`config.mk`:
```
export PLATFORM = sky130hd
export DESIGN_NAME = dcb_master
export DESIGN_NICKNAME = d
export VERILOG_FILES = /design/src/rtl/dcb_pkg.sv /design/src/rtl/dcb_ack_sync.sv /design/src/rtl/dcb_lane_shift.sv /design/src/rtl/dcb_master.sv
export SDC_FILE = /design/constraint.sdc
export NUM_CORES = 1
export LEC_CHECK = 0
export ABC_AREA = 0
export BUFFER_PORTS_ARGS = -buffer_cell sky130_fd_sc_hd__buf_2
export CAP_MARGIN = 30
export CORE_AREA = 2 2 132 134
export DETAILED_ROUTE_END_ITERATION = 6
export DIE_AREA = 0 0 134 136
export GPL_ROUTABILITY_DRIVEN = 0
export PLACE_DENSITY = 0.69
export SYNTH_ARGS = -nofsm -noshare
export SYNTH_HDL_FRONTEND = slang
export SYNTH_SLANG_ARGS = --single-unit
```
`constraint.sdc`:
```
create_clock -name clk -period 3.1 [get_ports clk]
set_input_delay 0.31 -clock clk [delete_from_list [all_inputs] [get_ports clk]]
set_output_delay 0.31 -clock clk [all_outputs]
set_load 0.05 [all_outputs]
```
`src/rtl/dcb_pkg.sv`:
```
package dcb_pkg;
    localparam int DW    = 32;
    localparam int LW    = 8;
    localparam int LANES = DW / LW;

    typedef struct packed {
        logic [4:0] setup;
        logic [4:0] hold;
        logic [4:0] width;
        logic       aack_en;
        logic       sack_en;
        logic [3:0] slave;
        logic [2:0] sel;
        logic       inc;
        logic       pack;
        logic [1:0] cnt;
    } dcb_mode_t;

    localparam int MODE_W = $bits(dcb_mode_t);

    typedef enum logic [2:0] {
        PH_IDLE,
        PH_SETUP,
        PH_STROBE,
        PH_HOLD,
        PH_GAP
    } dcb_phase_e;

    localparam logic [3:0] SLAVE_RESERVED = 4'hF;

    function automatic logic [2:0] lanes_of(dcb_mode_t m);
        if (m.pack || m.cnt == 2'd0) return 3'd4;
        return {1'b0, m.cnt};
    endfunction
endpackage

```
`src/rtl/dcb_ack_sync.sv`:
```
module dcb_ack_sync #(
    parameter int STAGES = 2
) (
    input  logic clk,
    input  logic rst,
    input  logic aack_in,
    input  logic sack_in,
    input  logic sack_en,
    input  logic aack_en,
    output logic ack_hit
);
    logic [STAGES:0] sr;

    always_ff @(posedge clk) begin
        if (rst) sr <= '0;
        else     sr <= {sr[STAGES-1:0], aack_in};
    end

    // synchronous ack is taken as-is; asynchronous ack counts only on a fresh edge
    assign ack_hit = (sack_en & sack_in) | (aack_en & sr[STAGES-1] & ~sr[STAGES]);
endmodule

```
`src/rtl/dcb_lane_shift.sv`:
```
module dcb_lane_shift
    import dcb_pkg::*;
#(
    parameter int LANE_W = 2
) (
    input  logic              clk,
    input  logic              rst,
    input  logic              load,
    input  logic [DW-1:0]     load_data,
    input  logic              shift,
    input  logic              cap_en,
    input  logic [LANE_W-1:0] cap_lane,
    input  logic [LW-1:0]     cap_byte,
    output logic [LW-1:0]     tx_byte,
    output logic [DW-1:0]     rx_word
);
    logic [DW-1:0] tx_q;
    logic [LW-1:0] rx_lane [LANES];

    always_ff @(posedge clk) begin
        if (rst)        tx_q <= '0;
        else if (load)  tx_q <= load_data;
        else if (shift) tx_q <= {tx_q[DW-LW-1:0], LW'(0)};
    end

    assign tx_byte = tx_q[DW-1 -: LW];

    always_ff @(posedge clk) begin
        for (int g = 0; g < LANES; g++) begin
            if (rst || load)
                rx_lane[g] <= '0;
            else if (cap_en && cap_lane == LANE_W'(g))
                rx_lane[g] <= cap_byte;
        end
    end

    for (genvar g = 0; g < LANES; g++) begin : g_pack
        assign rx_word[DW-1-g*LW -: LW] = rx_lane[g];
    end
endmodule

```
`src/rtl/dcb_master.sv`:
```
module dcb_master
    import dcb_pkg::*;
#(
    parameter int TIMEOUT_CYCLES = 256,
    parameter int SYNC_STAGES    = 2
) (
    input  logic          clk,
    input  logic          rst,
    input  logic          mode_we,
    input  logic [31:0]   mode_wdata,
    input  logic          data_we,
    input  logic [31:0]   data_wdata,
    input  logic          data_rd,
    output logic [31:0]   rdata,
    output logic          busy,
    output logic          overrun,
    output logic          ack_timeout,
    output logic          bus_cs_n,
    output logic          bus_strobe,
    output logic          bus_rnw,
    output logic [3:0]    bus_addr,
    output logic [2:0]    bus_sel,
    output logic [7:0]    bus_wdata,
    input  logic [7:0]    bus_rdata,
    input  logic          bus_ack,
    input  logic          bus_aack
);
    localparam int TW     = $clog2(TIMEOUT_CYCLES);
    localparam int LANE_W = $clog2(LANES);
    localparam logic [TW-1:0] TMO_LAST = TW'(TIMEOUT_CYCLES - 1);

    dcb_mode_t         mode_q;
    dcb_phase_e        phase;
    logic              is_read;
    logic              drop_q;
    logic [LANE_W-1:0] lane;
    logic [LANE_W-1:0] last_lane;
    logic [4:0]        cnt;
    logic [TW-1:0]     tmo;
    logic [DW-1:0]     rdata_q;
    logic              overrun_q;
    logic              err_q;

    logic              ack_hit;
    logic [LW-1:0]     tx_byte;
    logic [DW-1:0]     rx_word;

    logic              unused_mode_hi;
    assign unused_mode_hi = ^mode_wdata[31:MODE_W];

    logic start_req, start_ok, ack_mode;
    logic strobe_end, strobe_tmo, gap_more;
    dcb_phase_e first_ph;
    logic [4:0] first_cnt;

    assign start_req  = data_we | data_rd;
    assign start_ok   = start_req && phase == PH_IDLE && mode_q.slave != SLAVE_RESERVED;
    assign ack_mode   = mode_q.sack_en | mode_q.aack_en;
    assign strobe_end = phase == PH_STROBE && (ack_mode ? ack_hit : cnt == 5'd0);
    assign strobe_tmo = phase == PH_STROBE && mode_q.aack_en && !ack_hit && tmo == TMO_LAST;
    assign gap_more   = phase == PH_GAP && !drop_q && lane != last_lane;

    always_comb begin
        if (mode_q.setup != 5'd0) begin
            first_ph  = PH_SETUP;
            first_cnt = mode_q.setup - 5'd1;
        end else begin
            first_ph  = PH_STROBE;
            first_cnt = mode_q.width;
        end
    end

    dcb_ack_sync #(.STAGES(SYNC_STAGES)) u_ack (
        .clk     (clk),
        .rst     (rst),
        .aack_in (bus_aack),
        .sack_in (bus_ack),
        .sack_en (mode_q.sack_en),
        .aack_en (mode_q.aack_en),
        .ack_hit (ack_hit)
    );

    dcb_lane_shift #(.LANE_W(LANE_W)) u_lanes (
        .clk       (clk),
        .rst       (rst),
        .load      (start_ok),
        .load_data (data_we ? data_wdata : '0),
        .shift     (gap_more),
        .cap_en    (strobe_end && is_read),
        .cap_lane  (lane),
        .cap_byte  (bus_rdata),
        .tx_byte   (tx_byte),
        .rx_word   (rx_word)
    );

    always_ff @(posedge clk) begin
        if (rst) begin
            mode_q    <= '0;
            phase     <= PH_IDLE;
            is_read   <= 1'b0;
            drop_q    <= 1'b0;
            lane      <= '0;
            last_lane <= '0;
            cnt       <= '0;
            tmo       <= '0;
            rdata_q   <= '0;
            overrun_q <= 1'b0;
            err_q     <= 1'b0;
        end else begin
            if (mode_we && phase == PH_IDLE)
                mode_q <= dcb_mode_t'(mode_wdata[MODE_W-1:0]);
            if (start_req && phase != PH_IDLE)
                overrun_q <= 1'b1;

            case (phase)
                PH_IDLE: begin
                    if (start_ok) begin
                        is_read   <= !data_we;
                        lane      <= '0;
                        last_lane <= LANE_W'(lanes_of(mode_q) - 3'd1);
                        drop_q    <= 1'b0;
                        phase     <= first_ph;
                        cnt       <= first_cnt;
                        tmo       <= '0;
                    end
                end
                PH_SETUP: begin
                    if (cnt == 5'd0) begin
                        phase <= PH_STROBE;
                        cnt   <= mode_q.width;
                        tmo   <= '0;
                    end else begin
                        cnt <= cnt - 5'd1;
                    end
                end
                PH_STROBE: begin
                    if (strobe_end) begin
                        if (mode_q.hold != 5'd0) begin
                            phase <= PH_HOLD;
                            cnt   <= mode_q.hold - 5'd1;
                        end else begin
                            phase <= PH_GAP;
                        end
                    end else if (strobe_tmo) begin
                        err_q  <= 1'b1;
                        drop_q <= 1'b1;
                        phase  <= PH_GAP;
                    end else begin
                        if (!ack_mode) cnt <= cnt - 5'd1;
                        tmo <= tmo + TW'(1);
                    end
                end
                PH_HOLD: begin
                    if (cnt == 5'd0) phase <= PH_GAP;
                    else             cnt   <= cnt - 5'd1;
                end
                PH_GAP: begin
                    if (gap_more) begin
                        lane  <= lane + LANE_W'(1);
                        phase <= first_ph;
                        cnt   <= first_cnt;
                        tmo   <= '0;
                    end else begin
                        phase <= PH_IDLE;
                        if (is_read) rdata_q <= rx_word;
                        if (mode_q.inc && !drop_q) mode_q.sel <= mode_q.sel + 3'd1;
                    end
                end
                default: phase <= PH_IDLE;
            endcase
        end
    end

    assign busy        = phase != PH_IDLE;
    assign overrun     = overrun_q;
    assign ack_timeout = err_q;
    assign rdata       = rdata_q;
    assign bus_cs_n    = !(phase == PH_SETUP || phase == PH_STROBE || phase == PH_HOLD);
    assign bus_strobe  = phase == PH_STROBE;
    assign bus_rnw     = is_read;
    assign bus_addr    = mode_q.slave;
    assign bus_sel     = mode_q.sel;
    assign bus_wdata   = tx_byte;
endmodule

```
### After elaboration in Yosys (flattened, before gate mapping)

Memories as Yosys holds them, arrays and structs flattened. A register that Yosys moved wholly into a read port is not among the register bits.
Cells that the tools add are included.

| storage, ports and cells | value |
|---|---|
| word-level logic and storage cells | 175 |
| output and inout port bits | 53 |
| memories kept | 1 |
| RAM bits | 32 |
| flip-flop bits (word level) | 87 |
| input bits | 79 |

| cells by class | value |
|---|---|
| bitwise gates (word level) | 13 |
| multiplexer cells | 67 |
| eq/ne operators | 22 |
| reduce and logical (&&, ||, !) cells | 44 |
| add/subtract/negate cells | 7 |

Memories:

| name | depth | width | rd ports | clocked after Yosys merged registers in | wr ports | RTL line | text |
|---|---|---|---|---|---|---|---|
| u_lanes.rx_lane | 4 | 8 | 4 | 4 | 4 | dcb_lane_shift.sv:18 | `logic [LW-1:0] rx_lane [LANES];` |

Operators by type and width:

| cell | count |
|---|---|
| $mux 32 | 3 |
| $mux 8 | 9 |
| $mux 5 | 9 |
| $pmux 8 s4 | 1 |
| $mux 3 | 10 |
| $pmux 5 s5 | 1 |
| $mux 1 | 22 |
| $logic_and 1x1->1 | 16 |
| $mux 2 | 8 |
| $pmux 3 s5 | 1 |
| $reduce_bool 5->1 | 3 |
| $sub 5x1->5 const B | 3 |
| $ne 2x2->1 const B | 6 |
| $reduce_and 3->1 | 3 |
| $add 8x1->8 const B | 1 |
| $eq 8x8->1 const B | 1 |
| $reduce_and 4->1 | 2 |
| $mux 7 | 1 |
| $or 1x1->1 | 7 |
| $reduce_and 7->1 | 1 |
| $eq 3x2->1 const B | 2 |
| $ne 3x2->1 const B | 2 |
| $reduce_and 6->1 | 1 |
| $reduce_bool 2->1 | 3 |
| other kinds (24) | 37 |

### Longest topological paths before layout

| logic depth | value |
|---|---|
| depth after elaboration | 11 |
| mapped depth | 9 |
| gate-level depth less buffers | 8 |

### Modules after synthesis

Synthesis repeated with hierarchy kept, for this count alone.

| second synthesis, totals | value |
|---|---|
| cells, all modules | 797 |
| area total of the unflattened synthesis | 7,000.5 um^2 |

By module, submodules not included:

| module | area each (um^2) | cells each | instances | seq. area each (um^2) |
|---|---|---|---|---|
| dcb_master | 4,165.2 | 549 | 1 | 1,681.6 |
| dcb_lane_shift | 2,740.1 | 239 | 1 | 1,601.5 |
| dcb_ack_sync | 95.1 | 9 | 1 | 60.1 |

### Worst setup path before layout

Ideal clock, no wire load.

| timing path | value |
|---|---|
| path type | register -> register |
| start point | register cnt[0] |
| end point | memory u_lanes.rx_lane[0][0] (enable) |
| required time | 2.716 ns |
| stages on the path, launching flop included | 7 |
| data arrival time | 2.000 ns |
| buffers on the path | 0 |
| clock period less this slack | 2.384 ns |
| library setup time | 0.384 ns |
| path slack | 0.716 ns |
| cells stage by stage | dfxtp_1 > inv_1 > ha_1 > or4b_4 > nor3_4 > o21ai_2 > o21ai_0 |

RTL lines:

| element | RTL line | text |
|---|---|---|
| start: declaration | dcb_master.sv:38 | `logic [4:0] cnt;` |
| start signal: assignment | dcb_master.sv:123 | `cnt <= first_cnt;` |
| start signal: assignment | dcb_master.sv:130 | `cnt <= mode_q.width;` |
| start signal: assignment | dcb_master.sv:133 | `cnt <= cnt - 5'd1;` |
| end: declaration | dcb_lane_shift.sv:18 |  |

==> reports/results.ini <==
[worst_hold_path]
hold_class = in2reg

[floorplan]
ios = 132
initial_core_util_pct = 39.0
design.core.area_um2 = 16900
row_count = 48
die_w_um = 134
dieArea_um2 = 18200
die-height_um = 136

[detailed_routing]
drt_iter0_markers = 376
drcViolationCount = 0
wl_per_cell_um = 13.8
vias = 5464
vias_per_cell = 5.04
dr.pass1.iters = 5
postRouteAntennaNets = 0
routed_wl_um = 15000

[pwr]
p_leak_nw = 3.20
power.density_nw_per_um2 = 924
ir_worst_vdd_mv = 0.822
total_power_mw = 7.30

[clock_tree]
cts_buffer_depth = 2
post_cts_resize_count = 0
path_clk_slew_ps = 60
holdBufCountCts = 0
post_cts_buffers = 0
cts_buffers = 17
insertion_delay_ps = 420
cts_max_level = 4
cts_root_buf = clkbuf_16
cts.sinks = 151
cts_tree = built

[sta]
maxSlewViolCount = 0
hold_viol = 0
fmax_ghz = 0.401
period_share_pct = 80.4
rsz0062_at_grt = no
tns_ps = 0
finalSetupViolCount = 0
final.min_clock_period_ps = 2490
fin_skew_ps = 6.00
maxSlewHeadroom_pct = 40.3
tightest_slew_ps = 894

[layout]
fill_cells = 1653
area_growth_syn_to_layout_pct = 20.2
drive_gt1_share_pct = 22.9
num_antenna_cells = 0
nets = 935

[yosys]
ys_warn_count = 0
synth_cell_type_count = 61
avgSynthCellArea_um2 = 8.84
ys.flop_type = dfxtp_1
synthArstFlopShare_pct = 0
synth_edf_count = 32
synth_area_um2 = 6580
synth.yosys.seq_area_share_pct = 50.8
synthCells = 744
ys_seq_elements = 151
synth_nets = 833

[global_route]
antenna_found_initial = 0
overflow = 0
grt_pass1_wl_um = 24900
grt_use_total_pct = 17.2
grt_max_degree = 63
grt_pass1_vias = 5024

[worst_setup_path]
critPathLaunchType = register
worstSetupPathType = reg2reg
critPathMaxFanout = 9
cp-end-kind = register
critical_path_required_ps = 3390
crit_arrival_ps = 2790

[placement]
dp_hpwl_um = 10200
portBuffers = 127

[status]
outcome = finished, final reports clean

[job]
maxCapViolations = 0

cells by family after synthesis:
group | Yosys count | share of synthesized area [%]
muxes | 1 | 0.152
and+or+nand+nor | 328 | 24.1
buffers and inverters | 78 | 5.52
xor gates and xnor gates | 9 | 1.20
adders and majority gates | 10 | 1.90
AOI/OAI and AO/OA | 167 | 16.2
DFF | 151 | 50.8
through the flow:
step                utilization (%)  cell area (µm²)  std cells  worst slack, ps  hold slack [ps]
finish                         46.8             7900       1084              606              101
detailed placement             43.4             7320       1052              602              423
global placement               43.4             7320       1052              640              428
global route                   46.8             7900       1084              429             92.6
CTS                            46.8             7900       1084              585             91.2
floorplan                         -             6580        744              716              414
routing by layer:
| layer | up-vias | GRT usage [%] | wire length (µm) |
|---|---|---|---|
| met5 | - | 0 | 0 |
| met3 | 17 | 4.47 | 872 |
| met1 | 2487 | 22.9 | 7160 |
| met2 | 166 | 26.6 | 6700 |
| met4 | 0 | 6.68 | 226 |
| li1 | 2794 | - | - |
cells in the mapped netlist (5+ instances only):
library cell | number | area, µm²
nand2_1 | 143 | 537
dfxtp_1 | 119 | 2380
a21oi_1 | 83 | 415
nor2_1 | 59 | 221
clkbuf_1 | 38 | 143
nor3_1 | 36 | 180
and2_1 | 35 | 219
edfxtp_1 | 32 | 961
a221oi_1 | 25 | 219
inv_1 | 19 | 71.3
o21ai_0 | 18 | 90.1
buf_4 | 15 | 113
ha_1 | 10 | 125
a22oi_1 | 8 | 60.1
nand3_1 | 8 | 40.0
and3_1 | 7 | 43.8
o21ai_1 | 6 | 30.0
buf_2 | 5 | 25.0
xor2_1 | 5 | 43.8
final cells by class:
type | instances | area (µm²) | share of cell area [%]
flip-flops and latches | 151 | 3340 | 42.3
multi-input cells | 515 | 2880 | 36.4
inverters | 19 | 71.3 | 0.903
clock inverters | 12 | 88.8 | 1.12
repair buffers | 142 | 751 | 9.50
clock buffers | 20 | 489 | 6.19
well taps | 225 | 282 | 3.56
power breakdown:
group / switching, mW / internal (mW) / leakage [nW] / total [mW]
combinational: 1.68 / 0.862 / 1.59 / 2.54
clock: 0.837 / 1.15 / 0.284 / 1.98
sequential: 0.294 / 2.48 / 1.33 / 2.77
total: 2.81 / 4.49 / 3.20 / 7.30
critical path, cell delays in order (launching register included):
cell and delay [ps]:
dfxtp_1 330, inv_1 80, ha_1 170, or4b_4 500, nor3_4 300, o21ai_2 210, or3_4 430, nor2_4 190
and2_1 160
flip-flops by register name, summed over array words and instances (netlist names), 2 cells and up:
register         cells
lane                 2
rdata               32
u_lanes.tx_q        32
cnt                  5
mode_q              21
last_lane            2
u_lanes.rx_lane     32
u_ack.sr             3
phase                3
tmo                  8
bus_addr             4
bus_sel              3
cell usage in the layout, fill, tap and decap left out, types with 3 or more instances in the layout:
| cell | n |
|---|---|
| o21ai_0 | 18 |
| clkinv_2 | 3 |
| nor2b_1 | 4 |
| edfxtp_1 | 32 |
| nand2b_1 | 4 |
| a221oi_1 | 25 |
| nand4_1 | 3 |
| a22oi_1 | 8 |
| clkinv_4 | 3 |
| and3_1 | 7 |
| nand2_1 | 143 |
| a311oi_1 | 4 |
| buf_2 | 126 |
| a21oi_1 | 83 |
| dfxtp_1 | 119 |
| and2_1 | 35 |
| nor2_1 | 58 |
| o21ai_1 | 5 |
| inv_1 | 19 |
| buf_4 | 16 |
| ha_1 | 10 |
| xor2_1 | 5 |
| clkbuf_16 | 19 |
| inv_6 | 3 |
| nand3_1 | 8 |
| nor2_4 | 4 |
| nor3_1 | 36 |
| xnor2_1 | 4 |
worst paths after layout:
kind         cells after the start                                   to                   start  slack, ps
max reg2reg                      8  u_lanes.rx_lane[3][2]$_SDFFCE_PN0P_     cnt[0]$_SDFFE_PP0P_        610
min                              2               u_ack.sr[0]$_SDFF_PP0_                bus_aack        100
max                              8  u_lanes.rx_lane[3][2]$_SDFFCE_PN0P_     cnt[0]$_SDFFE_PP0P_        610
min reg2reg                      1               u_ack.sr[1]$_SDFF_PP0_  u_ack.sr[0]$_SDFF_PP0_        440
Power figures use the tool's default switching activity.
